[src/rtl/cal_seq_pkg.sv]
package cal_seq_pkg;

  // Command byte values understood by the converter
  localparam logic [7:0] CMD_WRITE_CFG  = 8'h41;  // register write, first address 1
  localparam logic [7:0] CMD_WRITE_CNT  = 8'h01;  // two registers follow
  localparam logic [7:0] CMD_STOP_RD    = 8'h11;
  localparam logic [7:0] CMD_SYNC       = 8'h04;
  localparam logic [7:0] CMD_START_RD   = 8'h10;
  localparam logic [7:0] CMD_CAL_OFFSET = 8'h60;
  localparam logic [7:0] CMD_CAL_GAIN   = 8'h61;

  localparam int STEP_W       = 5;
  localparam int PHASE_LEN    = 13;              // steps in one calibration phase
  localparam int RESTORE_BASE = 2 * PHASE_LEN;   // first step of the write-back
  localparam int LAST_STEP    = RESTORE_BASE + 4;

  typedef enum logic [1:0] {OP_SEND, OP_DELAY, OP_WAIT, OP_FINISH} opKind_t;
  typedef enum logic [1:0] {SRC_CODE, SRC_CFG0, SRC_CFG1} byteSrc_t;
  typedef enum logic [1:0] {BANK_SHORT, BANK_FULL, BANK_ORIG} cfgBank_t;

  typedef struct packed {
    opKind_t    kind;
    byteSrc_t   src;
    cfgBank_t   bank;
    logic [7:0] code;
  } stepInfo_t;

  // Strobes from control to datapath
  typedef struct packed {
    logic latchCfg;
    logic syncSet;
    logic syncClr;
    logic loadDelay;
    logic loadTimeout;
  } dpStrobe_t;

  // Maps a step number to the operation it performs
  function automatic stepInfo_t decodeStep(input logic [STEP_W-1:0] step);
    stepInfo_t r;
    int s;
    int loc;
    logic gainPhase;
    s = int'(step);
    r.kind = OP_SEND;
    r.src  = SRC_CODE;
    r.bank = BANK_SHORT;
    r.code = 8'h00;
    if (s < RESTORE_BASE) begin
      gainPhase = (s >= PHASE_LEN);
      loc = gainPhase ? s - PHASE_LEN : s;
      r.bank = gainPhase ? BANK_FULL : BANK_SHORT;
      case (loc)
        0:       r.code = CMD_WRITE_CFG;
        1:       r.code = CMD_WRITE_CNT;
        2:       r.src  = SRC_CFG0;
        3:       r.src  = SRC_CFG1;
        4:       r.kind = OP_DELAY;
        5, 9:    r.code = CMD_STOP_RD;
        6:       r.code = CMD_SYNC;
        7, 11:   r.code = CMD_START_RD;
        10:      r.code = gainPhase ? CMD_CAL_GAIN : CMD_CAL_OFFSET;
        default: r.kind = OP_WAIT;   // steps 8 and 12 of a phase
      endcase
    end else begin
      r.bank = BANK_ORIG;
      loc = s - RESTORE_BASE;
      case (loc)
        0:       r.code = CMD_WRITE_CFG;
        1:       r.code = CMD_WRITE_CNT;
        2:       r.src  = SRC_CFG0;
        3:       r.src  = SRC_CFG1;
        default: r.kind = OP_FINISH;
      endcase
    end
    return r;
  endfunction

endpackage

[src/rtl/cal_seq_ctrl.sv]
module cal_seq_ctrl
  import cal_seq_pkg::*;
(
  input  logic      clk,
  input  logic      rstN,
  input  logic      calStart,
  input  logic      cmdAck,
  input  logic      cntZero,
  input  logic      drdyFall,
  output logic      cmdReq,
  output logic      busy,
  output logic      calDone,
  output logic      calError,
  output stepInfo_t curStep,
  output dpStrobe_t strobe
);

  typedef enum logic [1:0] {ST_IDLE, ST_ISSUE, ST_COUNT} state_t;

  state_t              state;
  logic [STEP_W-1:0]   step;

  assign curStep = decodeStep(step);
  assign busy    = (state != ST_IDLE);
  assign cmdReq  = (state == ST_ISSUE) && (curStep.kind == OP_SEND);

  always_comb begin
    strobe = '0;
    case (state)
      ST_IDLE: begin
        strobe.latchCfg = calStart;
        strobe.syncSet  = calStart;
      end
      ST_ISSUE: begin
        strobe.loadDelay   = (curStep.kind == OP_DELAY);
        strobe.loadTimeout = (curStep.kind == OP_WAIT);
        strobe.syncClr     = (curStep.kind == OP_FINISH);
      end
      default: begin
        strobe.syncClr = (curStep.kind == OP_WAIT) && !drdyFall && cntZero;
      end
    endcase
  end

  always_ff @(posedge clk or negedge rstN) begin
    if (!rstN) begin
      state    <= ST_IDLE;
      step     <= '0;
      calDone  <= 1'b0;
      calError <= 1'b0;
    end else begin
      case (state)
        ST_IDLE: begin
          if (calStart) begin
            state    <= ST_ISSUE;
            step     <= '0;
            calDone  <= 1'b0;
            calError <= 1'b0;
          end
        end
        ST_ISSUE: begin
          case (curStep.kind)
            OP_SEND:   if (cmdAck) step <= step + 1'b1;
            OP_FINISH: begin
              state   <= ST_IDLE;
              calDone <= 1'b1;
            end
            default:   state <= ST_COUNT;
          endcase
        end
        default: begin
          if (curStep.kind == OP_WAIT) begin
            if (drdyFall) begin
              step  <= step + 1'b1;
              state <= ST_ISSUE;
            end else if (cntZero) begin
              calError <= 1'b1;
              state    <= ST_IDLE;
            end
          end else if (cntZero) begin
            step  <= step + 1'b1;
            state <= ST_ISSUE;
          end
        end
      endcase
    end
  end

  AST_DONE_ERR_EXCL: assert property (@(posedge clk) disable iff (!rstN)
    !(calDone && calError));

  AST_ERR_FROM_WAIT: assert property (@(posedge clk) disable iff (!rstN)
    $rose(calError) |-> $past(state == ST_COUNT) && $past(curStep.kind == OP_WAIT));

  AST_WAIT_RESUMES: assert property (@(posedge clk) disable iff (!rstN)
    (state == ST_COUNT) && (curStep.kind == OP_WAIT) && drdyFall
      |=> (state == ST_ISSUE) && cmdReq);

  AST_DONE_AFTER_RESTORE: assert property (@(posedge clk) disable iff (!rstN)
    $rose(calDone) |-> $past(step) == STEP_W'(LAST_STEP));

  AST_START_IGNORED: assert property (@(posedge clk) disable iff (!rstN)
    busy && calStart && !cmdAck && (state == ST_ISSUE) && (curStep.kind == OP_SEND)
      |=> $stable(step));

endmodule

[src/rtl/cal_seq_dp.sv]
module cal_seq_dp
  import cal_seq_pkg::*;
#(
  parameter int         DLY_W       = 16,
  parameter int         CNT_W       = 20,
  parameter int         TMO_CYCLES  = 1000,
  parameter int         SYNC_STAGES = 2,
  parameter logic [7:0] SHORT_CFG0  = 8'h02,
  parameter logic [7:0] SHORT_CFG1  = 8'h18,
  parameter logic [7:0] FULL_CFG0   = 8'h02,
  parameter logic [7:0] FULL_CFG1   = 8'h10
) (
  input  logic             clk,
  input  logic             rstN,
  input  dpStrobe_t        strobe,
  input  stepInfo_t        curStep,
  input  logic [7:0]       origCfg0,
  input  logic [7:0]       origCfg1,
  input  logic [DLY_W-1:0] settleDelay,
  input  logic             drdyN,
  output logic [7:0]       cmdByte,
  output logic             cntZero,
  output logic             drdyFall,
  output logic             syncOut
);

  localparam logic [CNT_W-1:0] TMO_VAL = CNT_W'(TMO_CYCLES);

  logic [7:0]             savedCfg0;
  logic [7:0]             savedCfg1;
  logic [CNT_W-1:0]       cnt;
  logic [SYNC_STAGES:0]   drdyPipe;
  logic [7:0]             pick0;
  logic [7:0]             pick1;
  logic [7:0]             byteVal;

  // Data-ready synchroniser plus one history stage for edge detection
  always_ff @(posedge clk or negedge rstN) begin
    if (!rstN) drdyPipe <= '1;
    else       drdyPipe <= {drdyPipe[SYNC_STAGES-1:0], drdyN};
  end
  assign drdyFall = drdyPipe[SYNC_STAGES] && !drdyPipe[SYNC_STAGES-1];

  // Shared down-counter: settle delay or data-ready timeout
  always_ff @(posedge clk or negedge rstN) begin
    if (!rstN)                   cnt <= '0;
    else if (strobe.loadDelay)   cnt <= CNT_W'(settleDelay);
    else if (strobe.loadTimeout) cnt <= TMO_VAL;
    else if (cnt != '0)          cnt <= cnt - 1'b1;
  end
  assign cntZero = (cnt == '0);

  always_ff @(posedge clk or negedge rstN) begin
    if (!rstN) begin
      savedCfg0 <= '0;
      savedCfg1 <= '0;
    end else if (strobe.latchCfg) begin
      savedCfg0 <= origCfg0;
      savedCfg1 <= origCfg1;
    end
  end

  always_ff @(posedge clk or negedge rstN) begin
    if (!rstN)               syncOut <= 1'b0;
    else if (strobe.syncSet) syncOut <= 1'b1;
    else if (strobe.syncClr) syncOut <= 1'b0;
  end

  always_comb begin
    case (curStep.bank)
      BANK_FULL: begin pick0 = FULL_CFG0; pick1 = FULL_CFG1; end
      BANK_ORIG: begin pick0 = savedCfg0; pick1 = savedCfg1; end
      default:   begin pick0 = SHORT_CFG0; pick1 = SHORT_CFG1; end
    endcase
    case (curStep.src)
      SRC_CFG0: byteVal = pick0;
      SRC_CFG1: byteVal = pick1;
      default:  byteVal = curStep.code;
    endcase
    cmdByte = (curStep.kind == OP_SEND) ? byteVal : 8'h00;
  end

  AST_CFG_FROZEN: assert property (@(posedge clk) disable iff (!rstN)
    syncOut && !strobe.latchCfg |=> $stable(savedCfg0) && $stable(savedCfg1));

endmodule

[src/rtl/cal_seq.sv]
module cal_seq
  import cal_seq_pkg::*;
#(
  parameter int         DLY_W       = 16,
  parameter int         TMO_CYCLES  = 1_000_000,
  parameter int         SYNC_STAGES = 2,
  parameter logic [7:0] SHORT_CFG0  = 8'h02,
  parameter logic [7:0] SHORT_CFG1  = 8'h18,
  parameter logic [7:0] FULL_CFG0   = 8'h02,
  parameter logic [7:0] FULL_CFG1   = 8'h10
) (
  input  logic             clk,
  input  logic             rstN,
  input  logic             calStart,
  input  logic [7:0]       origCfg0,
  input  logic [7:0]       origCfg1,
  input  logic [DLY_W-1:0] settleDelay,
  output logic             cmdReq,
  output logic [7:0]       cmdByte,
  input  logic             cmdAck,
  input  logic             drdyN,
  output logic             syncOut,
  output logic             busy,
  output logic             calDone,
  output logic             calError
);

  localparam int TMO_W = $clog2(TMO_CYCLES + 1);
  localparam int CNT_W = (TMO_W > DLY_W) ? TMO_W : DLY_W;

  stepInfo_t curStep;
  dpStrobe_t strobe;
  logic      cntZero;
  logic      drdyFall;

  cal_seq_ctrl u_ctrl (
    .clk      (clk),
    .rstN     (rstN),
    .calStart (calStart),
    .cmdAck   (cmdAck),
    .cntZero  (cntZero),
    .drdyFall (drdyFall),
    .cmdReq   (cmdReq),
    .busy     (busy),
    .calDone  (calDone),
    .calError (calError),
    .curStep  (curStep),
    .strobe   (strobe)
  );

  cal_seq_dp #(
    .DLY_W       (DLY_W),
    .CNT_W       (CNT_W),
    .TMO_CYCLES  (TMO_CYCLES),
    .SYNC_STAGES (SYNC_STAGES),
    .SHORT_CFG0  (SHORT_CFG0),
    .SHORT_CFG1  (SHORT_CFG1),
    .FULL_CFG0   (FULL_CFG0),
    .FULL_CFG1   (FULL_CFG1)
  ) u_dp (
    .clk         (clk),
    .rstN        (rstN),
    .strobe      (strobe),
    .curStep     (curStep),
    .origCfg0    (origCfg0),
    .origCfg1    (origCfg1),
    .settleDelay (settleDelay),
    .drdyN       (drdyN),
    .cmdByte     (cmdByte),
    .cntZero     (cntZero),
    .drdyFall    (drdyFall),
    .syncOut     (syncOut)
  );

  AST_REQ_HOLD: assert property (@(posedge clk) disable iff (!rstN)
    cmdReq && !cmdAck |=> cmdReq && $stable(cmdByte));

  AST_SYNC_COVERS_BUSY: assert property (@(posedge clk) disable iff (!rstN)
    busy |-> syncOut);

  AST_IDLE_NO_SYNC: assert property (@(posedge clk) disable iff (!rstN)
    !busy && !$past(calStart) |-> !syncOut);

endmodule

[config.mk]
export PLATFORM = sky130hd
export DESIGN_NAME = cal_seq
export DESIGN_NICKNAME = d
export VERILOG_FILES = /design/src/rtl/cal_seq_pkg.sv /design/src/rtl/cal_seq_ctrl.sv /design/src/rtl/cal_seq_dp.sv /design/src/rtl/cal_seq.sv
export SDC_FILE = /design/constraint.sdc
export NUM_CORES = 1
export LEC_CHECK = 0
export BUFFER_PORTS_ARGS = -buffer_cell sky130_fd_sc_hd__clkbuf_2
export CAP_MARGIN = 20
export CORE_MARGIN = 3
export CORE_UTILIZATION = 23
export DETAILED_ROUTE_END_ITERATION = 8
export SLEW_MARGIN = 30
export SYNTH_ARGS = -nofsm -noshare
export SYNTH_HDL_FRONTEND = slang
export SYNTH_HIERARCHICAL = 1
export SYNTH_SLANG_ARGS = --single-unit
[constraint.sdc]
create_clock -name clk -period 4.5 [get_ports clk]
set_clock_uncertainty 0.2 [all_clocks]
set_input_delay 0.225 -clock clk [delete_from_list [all_inputs] [get_ports clk]]
set_output_delay 0.225 -clock clk [all_outputs]
set_load 0.02 [all_outputs]
After elaboration in Yosys (flattened, before gate mapping):

Cells that the tools add are included.

* flip-flop bits (word level): 49
* bits of input ports: 37
* ROM bits: 0
* memories kept: 0
* word-level logic and storage cells: 115
* RAM bits: 0
* latch bits: 0

* magnitude comparators: 2
* bitwise logic cells: 1
* shift operators: 0
* multiplexer cells: 43
* $mul: 0
* equal/unequal tests: 28
* div/mod/pow operators: 0
* add/subtract/negate cells: 4
* reduce and logical (&&, ||, !) cells: 28

Operators with widths (count)
* 32-bit by 2-bit == test with 1-bit output, second input constant: 4
* 32-bit by 3-bit == test with 1-bit output, second input constant: 4
* 32-bit by 4-bit == test with 1-bit output, second input constant: 3
* 32-bit by 1-bit == test with 1-bit output, second input constant: 2
* 32-bit logical NOT: 2
* 20-bit two-way mux: 3
* 8-bit one-hot mux with 6 select lines: 1
* 32-bit two-way mux: 1
* 8-bit one-hot mux with 2 select lines: 2
* 5-bit two-way mux: 6
* 20-bit logical NOT: 1
* 2-bit one-hot mux with 2 select lines: 5
* 20-bit nonzero test: 1
* 20-bit by 1-bit subtractor with 20-bit output, second input constant: 1
* 2-bit two-way mux: 8
* 8-bit two-way mux: 2
* 14-bit two-way mux: 1
* 7-bit one-hot mux with 2 select lines: 1
* 2-bit != test, second input constant: 6
* 5-bit one-hot mux with 2 select lines: 1
* 5-bit AND reduction: 2
* 2-bit nonzero test: 5
* 10-bit OR reduction: 1
* 1-bit two-way mux: 9
* other kinds (19): 34

Depth between registers and ports, before layout:

* depth in word-level cells: 12
* depth in mapped cells: 18
* gate-level depth less buffers: 14

Hierarchy:

The synthesis kept the hierarchy.

Modules (own cells, without submodules)
* cal_seq_dp: times used 1, area each 2287.2 um2, sequential area each 1004.7 um2, cells each 233
* cal_seq_ctrl: times used 1, area each 1397.6 um2, sequential area each 225.2 um2, cells each 169

Worst setup path before layout:

No wires, ideal clock.

* path type: flip-flop to output port
* from: reg u_ctrl.step[0]
* to: out cmdByte[1]
* slack: 0.808 ns
* cell stages (with the launch flop): 16
* buffers on the path: 4
* arrival time: 3.267 ns
* cells stage by stage: dfrtp_1 > buf_6 > inv_1 > ha_1 > buf_4 > nand2b_2 > a31oi_2 > buf_6 > xnor2_2 > nand2_1 > o31ai_1 > inv_1 > ha_1 > clkbuf_1 > a31oi_1 > a211oi_1

RTL lines
* from (decl): line cal_seq_ctrl.sv:21 `logic [STEP_W-1:0] step;`
* from (signal assigned): line cal_seq_ctrl.sv:63 `OP_SEND: if (cmdAck) step <= step + 1'b1;`
* from (signal assigned): line cal_seq_ctrl.sv:74 `step <= step + 1'b1;`
* from (signal assigned): line cal_seq_ctrl.sv:81 `step <= step + 1'b1;`
* to (decl): line cal_seq.sv:19 `output logic [7:0] cmdByte,`

==> flow_metrics.tcl <==
set metrics [dict create \
    synth_largest_type_area_fraction_pct 31.2 \
    overflow 0 \
    status "finished, final reports clean" \
    switching_power_mw 1.79 \
    p_seq_share_pct 23.9 \
    worst_setup_path_start_kind "flop" \
    critical_path.max_stage_delay_ns 0.56 \
    path_max_fanout 12 \
    grt_max_degree 50 \
    synth_area_leaders "dfrtp_1, mux2_2, ha_1" \
    nFillCells 1619 \
    ys_async_sr_fraction_pct 100 \
    cp-end-kind "output port" \
    ys.flop_type "dfrtp_1" \
    die_h_microns 133 \
    period_minus_slack_ns 4.20 \
    rows 45 \
    reg2reg_from "u_ctrl/step[1]" \
    regArea_sq_um 1230 \
    routed_wirelength_microns 10100 \
    clkLatencyLatePin_ns 0.29 \
    multiInputGateArea_sq_um 2210 \
    hold_class "in2reg" \
    numCtsBuffers 5 \
    switching_share_pct 48.3 \
    die_area_sq_um 17600 \
    ir_drop_uv 356 \
    post_drt_wl_per_cell_microns 14.8 \
    worst-r2r-setup-slack_ns 0.57 \
    ys_ff_latch 49 \
    p_int_mw 1.91 \
    ant_nets 0 \
    tns_ns 0 \
    setup.worst_path.end "cmdByte[1]" \
    synth_xor_area_share_pct 1.15 \
    path_class "reg2out" \
    yosysWarningCount 6 \
    drtIter0Drc 182 \
    avgSynthCellArea_sq_um 9.17 \
    drc 0 \
    synth_top_family_by_area "compound AO/OA/AOI/OAI gates" \
    clkPwrFrac_pct 12.1 \
    clk_pin_slew_ns 0.07 \
    power_density_nw_per_um2 806 \
    cp_common_cell "inv_1" \
    htreeDepth 2 \
    dr.pass1.iters 5 \
    drv_cap 0 \
    hold_slack_ns 0.0205 \
    worst_pin_slew_ns 0.759 \
    setup_violations 0 \
    timing.rr.end "u_dp/cnt[13]" \
    core-area_sq_um 15400 \
    cp_cell_sequence "inv_1 > ha_1 > nand2b_2 > a31oi_2 > buf_4 > xnor2_2 > nand2_1 > o31ai_1 > inv_1 > ha_2 > a31oi_1 > a211oi_1 > clkbuf_2" \
    root_buffer "clkbuf_16" \
    grt_use_total_pct 11.2 \
    hold_viol 0 \
    ys_types 82 \
    synth_most_common_cell "dfrtp_1" \
    vias 3446 \
    fmax_mhz 238 \
    synthCells 402 \
    critPathSlowestCell "dfrtp_1" \
    relSlewSlack_pct 49.4 \
    path_buf_inv 4 \
    critical_path_arrival_ns 3.78 \
    place_congestion 0.872 \
    rsz0062_at_grt "no" \
    synth-edff-count 0 \
    final_max_slew_viol_count 0 \
    n_antenna_cell 0 \
    clockBufferDepth 2 \
    clock_sinks 49 \
    via_per_inst 5.05 \
    initial_core_util_pct 23.9 \
    power.leakage_nw 1.90 \
    synth-compound-area-share_pct 25.7 \
    synth_fa_ha_area_share_pct 4.75 \
    reg2reg_depth 13 \
    die_x_microns 133 \
    dp_hpwl_microns 7400 \
    tritoncts "done" \
    muxShareOfSynthArea_pct 7.30 \
    layout.nets 521 \
    antenna_found_initial 0 \
    crit_cells 13 \
    seq_area_frac_synth_pct 33.4 \
    grt_first_pass_wirelength_microns 16800 \
    power_frac_comb_pct 64.0 \
    portBuffers 49 \
    area_delta_synth_final_pct 24.4 \
    synth_area_leader_cell "dfrtp_1" \
    cp.required_ns 4.07 \
    synth_common_cells "dfrtp_1, nor2_1, nand2_1, inv_1, mux2_2" \
    synth-simple-area-share_pct 20.3 \
    layout-drive-gt1-share_pct 25.5 \
    syn-cell-area_sq_um 3680 \
    grt_pass1_vias 3462 \
    cts_setup_buffers 0 \
    timing.final.crit_share_pct 93.4 \
    critPathLaunch "u_ctrl/step[1]" \
    io_pins 50 \
    crit_family "adder cells" \
]
## stage by stage
stage / util, % / cells / cell area [sq um] / setup slack (ns) / power, mW
finish: 29.7 / 682 / 4580 / 0.297 / 3.69
global route: 29.7 / 682 / 4580 / 0.0123 / 3.99
floorplan: - / 404 / 3690 / 0.808 / 2.68
detailed placement: 26.6 / 645 / 4100 / 0.385 / 3.19
global placement: 26.6 / 645 / 4100 / 0.571 / 3.11
CTS: 29.6 / 682 / 4570 / 0.0474 / 3.67
## placed cells by master, fill, tap and decap left out, drive strengths merged, types with 4 or more instances in the layout
master	Yosys	routed
clkbuf	15	55
dfrtp	46	46
nor2	34	34
nand2	30	30
dlygate4sd3	0	29
inv	29	29
mux2	19	19
o21ai	18	18
ha	14	14
nor3	13	13
a21oi	13	13
nor2b	10	10
buf	12	8
a22o	8	8
nor4	7	7
a22oi	7	7
or4	7	7
o31ai	7	7
a211oi	6	6
nand4	6	6
nand3	6	6
a32oi	6	6
o22ai	5	5
o41ai	5	5
o211ai	5	5
nor3b	4	4
or2	4	4
a32o	4	4
nand2b	4	4
a31oi	4	4
## worst register-to-register path: cells and delay by family (launching register included)
kind            cells  cell delay (ns)
fa+ha+maj           1             0.30
mux                 1             0.31
simple gates        5             1.04
buf+inv             3             0.66
compound gates      3             0.75
flops               1             0.56
## cells by family (layout without fill, tap and decap cells)
kind of cell | count (synthesis) | count (layout)
compound gates | 115 | 115
xor+xnor | 4 | 4
fa+ha+maj | 14 | 14
buf+inv | 56 | 123
flops | 49 | 49
mux | 22 | 22
other cells | 1 | 3
simple gates | 141 | 141
## worst min-delay path by stage
stage,startpoint,endpoint,slack (ns),cells after the start
floorplan,rstN,u_ctrl/calDone,-0.27,0
global placement,drdyN,u_dp/drdyPipe[0],0.12,1
detailed placement,drdyN,u_dp/drdyPipe[0],0.11,1
CTS,settleDelay[4],u_dp/cnt[4],0.009,3
global route,settleDelay[4],u_dp/cnt[4],0.03,3
finish,settleDelay[4],u_dp/cnt[4],0.02,3
## area by class of cell
| cell class | count | area share [%] |
|---|---|---|
| Timing Repair Buffer | 86 | 13.0 |
| Tap cell | 211 | 5.76 |
| Multi-Input combinational cell | 299 | 48.2 |
| Clock buffer | 6 | 3.03 |
| Sequential cell | 49 | 26.9 |
| Inverter | 29 | 2.38 |
| Clock inverter | 2 | 0.819 |
## power groups by stage
stage                     clock network [mW]  logic (mW)  registers (mW)
after floorplan                            0        1.88           0.795
after global placement                     0        2.24           0.868
after detailed placement                   0        2.31           0.882
after CTS                              0.459        2.34           0.872
after global routing                   0.476        2.60           0.913
final                                  0.447        2.36           0.883
## metal layers
layer / vias up / track usage, % / share of wire, %
met5: - / 0 / 0
met4: 0 / 3.23 / 2.4
met3: 29 / 1.75 / 4.8
met2: 106 / 20.0 / 51
met1: 1673 / 13.8 / 42
li1: 1638 / - / -
## registers in the layout (all words and copies together), names as in the netlist, 2 cells and up
| register | count |
|---|---|
| u_ctrl/state | 2 |
| u_dp/cnt | 20 |
| u_ctrl/step | 5 |
| u_dp/savedCfg0 | 8 |
| u_dp/savedCfg1 | 8 |
| u_dp/drdyPipe | 3 |
## what timing repair did
| item | in CTS | in global routing |
|---|---|---|
| endpoints found under the hold margin | 74 | 0 |
| hold buffers | 29 | 0 |
| gates resized for setup | 0 | 4 |
| endpoints found under the setup margin | 0 | 8 |
Note: power is estimated with default switching activity, not from simulation.
